[src/rtl/sdcmd_pkg.sv]
package sdcmd_pkg;

    // Command codes reported on cmd_code
    typedef enum logic [3:0] {
        CMD_NOP  = 4'd0,
        CMD_MODE = 4'd1,
        CMD_AREF = 4'd2,
        CMD_SREF = 4'd3,
        CMD_ACT  = 4'd4,
        CMD_RD   = 4'd5,
        CMD_RDA  = 4'd6,
        CMD_WR   = 4'd7,
        CMD_WRA  = 4'd8,
        CMD_PRE  = 4'd9,
        CMD_PREA = 4'd10,
        CMD_BST  = 4'd11,
        CMD_PDN  = 4'd12,
        CMD_FRZ  = 4'd13
    } cmd_e;

    function automatic logic is_column(cmd_e c);
        return (c == CMD_RD) || (c == CMD_RDA) || (c == CMD_WR) || (c == CMD_WRA);
    endfunction

    function automatic logic is_refresh_like(cmd_e c);
        return (c == CMD_MODE) || (c == CMD_AREF) || (c == CMD_SREF);
    endfunction

endpackage

[src/rtl/sdcmd_decode.sv]
module sdcmd_decode
    import sdcmd_pkg::*;
(
    input  logic cke_prev,
    input  logic cke,
    input  logic cs_n,
    input  logic ras_n,
    input  logic cas_n,
    input  logic we_n,
    input  logic ap,
    output cmd_e cmd,
    output logic early_cmd
);

    logic [2:0] strobes;

    assign strobes = {ras_n, cas_n, we_n};

    always_comb begin
        cmd       = CMD_NOP;
        early_cmd = 1'b0;
        if (!cke_prev) begin
            // Frozen cycle; a real command in the exit cycle is misuse
            cmd       = CMD_FRZ;
            early_cmd = cke && !cs_n && (strobes != 3'b111);
        end else if (cs_n) begin
            cmd = cke ? CMD_NOP : CMD_PDN;
        end else begin
            unique case (strobes)
                3'b000:  cmd = CMD_MODE;
                3'b001:  cmd = cke ? CMD_AREF : CMD_SREF;
                3'b011:  cmd = CMD_ACT;
                3'b101:  cmd = ap ? CMD_RDA : CMD_RD;
                3'b100:  cmd = ap ? CMD_WRA : CMD_WR;
                3'b010:  cmd = ap ? CMD_PREA : CMD_PRE;
                3'b110:  cmd = CMD_BST;
                3'b111:  cmd = cke ? CMD_NOP : CMD_PDN;
                default: cmd = CMD_NOP;
            endcase
        end
    end

endmodule

[src/rtl/sdcmd_bank.sv]
module sdcmd_bank
    import sdcmd_pkg::*;
#(
    parameter int ROW_W = 12
) (
    input  logic             clk,
    input  logic             rst_n,
    input  cmd_e             cmd,
    input  logic             sel,
    input  logic [ROW_W-1:0] row_in,
    output logic             open_o,
    output logic [ROW_W-1:0] row_o,
    output logic             err_closed,
    output logic             err_act
);

    typedef struct packed {
        logic             open;
        logic [ROW_W-1:0] row;
    } bank_t;

    bank_t st_d, st_q;

    always_comb begin
        st_d       = st_q;
        err_closed = sel && is_column(cmd) && !st_q.open;
        err_act    = sel && (cmd == CMD_ACT) && st_q.open;
        unique case (cmd)
            CMD_ACT: begin
                if (sel && !st_q.open) begin
                    st_d.open = 1'b1;
                    st_d.row  = row_in;
                end
            end
            CMD_PRE:  if (sel) st_d.open = 1'b0;
            CMD_PREA: st_d.open = 1'b0;
            CMD_RDA, CMD_WRA: if (sel) st_d.open = 1'b0;
            default: ;
        endcase
    end

    always_ff @(posedge clk or negedge rst_n) begin
        if (!rst_n) st_q <= '0;
        else        st_q <= st_d;
    end

    assign open_o = st_q.open;
    assign row_o  = st_q.row;

endmodule

[src/rtl/sdcmd_dqm.sv]
module sdcmd_dqm #(
    parameter int LAT = 2
) (
    input  logic clk,
    input  logic rst_n,
    input  logic dqm,
    output logic wr_mask,
    output logic rd_oe
);

    // Stage 0 is the same-sample mask, stage LAT the delayed read mask
    logic [LAT:0] pipe_d, pipe_q;

    always_comb begin
        pipe_d = {pipe_q[LAT-1:0], dqm};
    end

    always_ff @(posedge clk or negedge rst_n) begin
        if (!rst_n) pipe_q <= '1;
        else        pipe_q <= pipe_d;
    end

    assign wr_mask = pipe_q[0];
    assign rd_oe   = ~pipe_q[LAT];

endmodule

[src/rtl/sdcmd_monitor.sv]
module sdcmd_monitor
    import sdcmd_pkg::*;
#(
    parameter int NUM_BANKS  = 4,
    parameter int ADDR_W     = 12,
    parameter int AP_BIT     = 10,
    parameter int RD_DQM_LAT = 2,
    localparam int BA_W      = $clog2(NUM_BANKS)
) (
    input  logic                        clk,
    input  logic                        rst_n,
    input  logic                        cke,
    input  logic                        cs_n,
    input  logic                        ras_n,
    input  logic                        cas_n,
    input  logic                        we_n,
    input  logic                        dqm,
    input  logic [BA_W-1:0]             ba,
    input  logic [ADDR_W-1:0]           addr,
    output logic [3:0]                  cmd_code,
    output logic                        cke_state,
    output logic [NUM_BANKS-1:0]        bank_open,
    output logic [NUM_BANKS*ADDR_W-1:0] open_row,
    output logic                        wr_mask,
    output logic                        rd_oe,
    output logic                        err_closed,
    output logic                        err_act_open,
    output logic                        err_ref_open,
    output logic                        err_cke
);

    typedef struct packed {
        logic cke;
        cmd_e cmd;
        logic e_closed;
        logic e_act;
        logic e_ref;
        logic e_cke;
    } mon_t;

    mon_t st_d, st_q;

    cmd_e                 dec_cmd;
    logic                 dec_early;
    logic [NUM_BANKS-1:0] closed_vec;
    logic [NUM_BANKS-1:0] act_vec;

    sdcmd_decode u_decode (
        .cke_prev  (st_q.cke),
        .cke       (cke),
        .cs_n      (cs_n),
        .ras_n     (ras_n),
        .cas_n     (cas_n),
        .we_n      (we_n),
        .ap        (addr[AP_BIT]),
        .cmd       (dec_cmd),
        .early_cmd (dec_early)
    );

    for (genvar b = 0; b < NUM_BANKS; b++) begin : g_bank
        logic sel;
        assign sel = (ba == BA_W'(b));
        sdcmd_bank #(.ROW_W(ADDR_W)) u_bank (
            .clk        (clk),
            .rst_n      (rst_n),
            .cmd        (dec_cmd),
            .sel        (sel),
            .row_in     (addr),
            .open_o     (bank_open[b]),
            .row_o      (open_row[b*ADDR_W +: ADDR_W]),
            .err_closed (closed_vec[b]),
            .err_act    (act_vec[b])
        );
    end

    sdcmd_dqm #(.LAT(RD_DQM_LAT)) u_dqm (
        .clk     (clk),
        .rst_n   (rst_n),
        .dqm     (dqm),
        .wr_mask (wr_mask),
        .rd_oe   (rd_oe)
    );

    always_comb begin
        st_d          = st_q;
        st_d.cke      = cke;
        st_d.cmd      = dec_cmd;
        st_d.e_closed = |closed_vec;
        st_d.e_act    = |act_vec;
        st_d.e_ref    = is_refresh_like(dec_cmd) && (|bank_open);
        st_d.e_cke    = dec_early;
    end

    always_ff @(posedge clk or negedge rst_n) begin
        if (!rst_n) begin
            st_q     <= '0;
            st_q.cke <= 1'b1;
            st_q.cmd <= CMD_NOP;
        end else begin
            st_q <= st_d;
        end
    end

    assign cmd_code     = st_q.cmd;
    assign cke_state    = st_q.cke;
    assign err_closed   = st_q.e_closed;
    assign err_act_open = st_q.e_act;
    assign err_ref_open = st_q.e_ref;
    assign err_cke      = st_q.e_cke;

endmodule

[config.mk]
export PLATFORM = sky130hd
export DESIGN_NAME = sdcmd_monitor
export DESIGN_NICKNAME = d
export VERILOG_FILES = /design/src/rtl/sdcmd_pkg.sv /design/src/rtl/sdcmd_decode.sv /design/src/rtl/sdcmd_bank.sv /design/src/rtl/sdcmd_dqm.sv /design/src/rtl/sdcmd_monitor.sv
export SDC_FILE = /design/constraint.sdc
export NUM_CORES = 1
export LEC_CHECK = 0
export CORE_ASPECT_RATIO = 1.2
export CORE_MARGIN = 2
export CORE_UTILIZATION = 43
export CTS_BUF_LIST = sky130_fd_sc_hd__clkbuf_16
export DETAILED_ROUTE_END_ITERATION = 7
export PLACE_DENSITY = 0.87
export SKIP_LAST_GASP = 1
export SYNTH_ARGS = -nofsm -noshare
export SYNTH_HDL_FRONTEND = slang
export SYNTH_SLANG_ARGS = --single-unit
[constraint.sdc]
create_clock -name clk -period 1.9 [get_ports clk]
set_input_delay 0.285 -clock clk [delete_from_list [all_inputs] [get_ports clk]]
set_output_delay 0.285 -clock clk [all_outputs]
set_load 0.005 [all_outputs]
==> summary.txt <==
Critical path
  – Slowest CP cell: dfstp_2
  – WS Path Type: flip-flop to flip-flop
  – Crit start category: flip-flop
  – Slowest Stage Delay on Critical Path: 580 ps
  – Crit path top cell by count: buf_12
  – Worst path cell trace: or4b_4 -> and3b_2 -> buf_12 -> buf_12 -> mux2_4
  – CP arrival: 2280 ps
  – Reg2Reg Depth: 5
  – Critical path peak fanout: 5
  – Data required, critical path: 2110 ps
  – CP Capture Type: flip-flop

Drt
  – Vias: 2172
  – WL met3: 343 µm
  – TritonRoute pass-1 iters: 4
  – Routed wire length: 8113 µm
  – Final ANT Viol Nets: 0
  – WL met2: 4167 µm
  – Vias/cell: 5.147
  – DRT met1 WL: 3347 µm
  – Initial drt markers: 131
  – Routed length per placed instance: 19.23 µm
  – Drt drc: 0
  – DR top layer: met4

Global route
  – First-pass GRT wire length: 12860 µm
  – Largest net degree at the start of global routing: 38
  – Vias in the first global route: 2363
  – Initial antenna violation count: 0
  – GRT Residual Overflow: 0
  – GRT Resource Usage Total: 23.32%

STA
  – Fin crit period: 2068 ps
  – Max-slew violations: 0
  – Final hold vios: 0
  – Final worst clock skew: 8.430 ps
  – Final period utilization: 108.9%
  – RSZ-0062 raised after global routing: yes
  – Final setup fails: 49
  – Max-slew headroom: 69.03%
  – Fmax: 0.4835 GHz
  – PnR worst setup slack: -168.4 ps
  – Worst hold slack: 357.9 ps
  – Slew @ Worst Pin: 464.6 ps

Clock tree
  – Bufs on Longest Clock Path: 2
  – Number of clock buffers inserted by TritonCTS: 9
  – H-tree Lvls: 3
  – Clock latency at the later pin of the worst-skew pair: 330 ps
  – Clock root cell: clkbuf_16
  – TritonCTS clock tree: built
  – Clock transition at path regs: 50 ps
  – Clk sink count: 64

Die
  – Core ar.: 0.006486 mm²
  – Rows: 32
  – Starting Density: 44.91%
  – Num ports: 85
  – Die height: 94.16 µm
  – Die width: 79.13 µm
  – Die area: 0.007451 mm²

Final layout
  – # diodes: 0
  – Commonest non-fill, non-tap cell in the layout: clkdlybuf4s50_1
  – FF+latch area: 0.001607 mm²
  – Fill cell count: 413
  – Fin util: 71.18%
  – Footprint of the multi-input gates: 0.001260 mm²
  – Commonest cells after routing, fill and taps aside: 75 x clkdlybuf4s50_1, 60 x dfrtp_1, 40 x buf_4
  – Fin nets: 354
  – Area grow syn2layout: 58.51%
  – Layout cells sized above 1: 40.36%

Power and ir drop
  – VDD IR-drop max: 0.5545 mV
  – PwrDens: 934.7 mW/mm²
  – P_leak: 0.002253 µW

Synth
  – Top cell type's share of synthesized area: 51.55%
  – Most area-consuming cells after synthesis: dfrtp_1 52%, mux2_4 14%, mux2_2 4.3%, mux2_1 3.9%, dfstp_2 3.6%
  – Synthesis Warnings: 0
  – Synthesis-stage register bit count: 64
  – Post-Syn Area: 0.002913 mm²
  – Mapped Cells: 198
  – Syn_nets: 220
  – Synth cell types: 43
  – Average cell area after synthesis: 14.71 µm²
  – Sequential element share of the synthesized area: 55.15%
  – Cell taking the most area after synthesis: dfrtp_1

Placed design
  – IO buf count: 84
  – DP HPWL: 5304 µm
  – GPL Wtd Cong: 0.8810

Hold path
  – Hold path cells: 0
  – Hold Crit Class: flip-flop to flip-flop

Status
  – Failing checks: setup timing
  – Status: finished, violations left

Flow run
  – Max cap viols: 0
-- sequential cells by signal (all words and copies together) (netlist names) --
name,cells
g_bank.u_bank.row_o,48
cmd_code,4
g_bank.u_bank.open_o,4
u_dqm.pipe_q,3
cke_state,1
err_act_open,1
err_cke,1
err_closed,1
err_ref_open,1
-- cell families after synthesis --
group	share of synthesized area (%)
AO/OA/AOI/OAI	5.584
multiplexers	22.81
AND/OR/NAND/NOR	11.98
flip-flops	55.15
buffers and inverters	4.467
-- cells in the mapped netlist, drive strengths merged --
library cell	number
nor3	1
a2111o	1
o22a	3
o31a	1
or3b	1
mux4	1
a21bo	1
o21ai	7
or4	2
mux2	48
or4b	1
nand3b	1
nor4b	3
and2	1
a211oi	1
nand4b	3
buf	14
a21oi	3
nor3b	2
a311o	1
nand3	1
nor2	8
or3	2
or2b	1
nand2	4
o41ai	1
and2b	1
a21o	2
o21a	2
nor2b	4
and3	1
nand2b	4
dfrtp	60
dfstp	4
and3b	2
inv	5
-- worst paths after layout --
check	startpoint	end	slack [ps]
max	cke_state$_DFF_PN1_	g_bank[2].u_bank.row_o[3]$_DFFE_PN0P_	-170
min	u_dqm.pipe_q[1]$_DFF_PN1_	u_dqm.pipe_q[2]$_DFF_PN1_	360
max reg2reg	cke_state$_DFF_PN1_	g_bank[2].u_bank.row_o[3]$_DFFE_PN0P_	-170
min reg2reg	u_dqm.pipe_q[1]$_DFF_PN1_	u_dqm.pipe_q[2]$_DFF_PN1_	360
max in group asynchronous	rst_n	u_dqm.pipe_q[1]$_DFF_PN1_	950
min in group asynchronous	rst_n	g_bank[1].u_bank.row_o[3]$_DFFE_PN0P_	550
-- per-layer routing --
layer / track usage [%] / vias up
met5: 0 / -
met4: 10.78 / 0
met3: 5.192 / 24
met2: 38.35 / 77
met1: 29.21 / 1085
li1: - / 986
-- worst max-delay path: cells and delay by family (launching register included) --
| family | cells | cell delay [ps] |
|---|---|---|
| mux | 1 | 300 |
| buf+inv | 2 | 230 |
| simple gates | 2 | 830 |
| flops | 1 | 580 |
-- area by class of cell --
cell class	count	share of cell area (%)
Sequential cell	64	34.80
Timing Repair Buffer	137	28.59
Multi-Input combinational cell	115	27.29
Clock buffer	9	4.878
Tap cell	85	2.304
Clock inverter	7	1.734
Inverter	5	0.4065
-- power by group --
group	internal [µW]	total (µW)	switching [µW]	leakage [µW]
combinational	642	956	314	0.00125
sequential	1550	1660	112	0.000841
clock	1130	1700	573	0.000161
-- per-stage QoR --
| step | setup WS, ps | TNS [ps] | instance area (µm²) | instances | power, µW |
|---|---|---|---|---|---|
| 6_report | -168.4 | -5040 | 4617 | 422 | 4315 |
| 4_1_cts | -144.7 | -4482 | 4637 | 422 | 4313 |
| 3_3_place_gp | -635.5 | -31900 | 4160 | 396 | 2554 |
| 2_1_floorplan | -185.1 | -4345 | 2973 | 198 | 2015 |
| 5_1_grt | -191.2 | -6518 | 4617 | 422 | 4489 |
| 3_5_place_dp | -687.4 | -33700 | 4160 | 396 | 2586 |
-- timing repair --
item	in CTS	in global routing
cloned	1	0
pin swaps	3	0
setup endpoints to repair	54	55
gates resized for setup	22	9
hold buffers	1	0
setup buffers	8	1
endpoints found under the hold margin	27	0
Note: power is estimated with default switching activity, not from simulation.
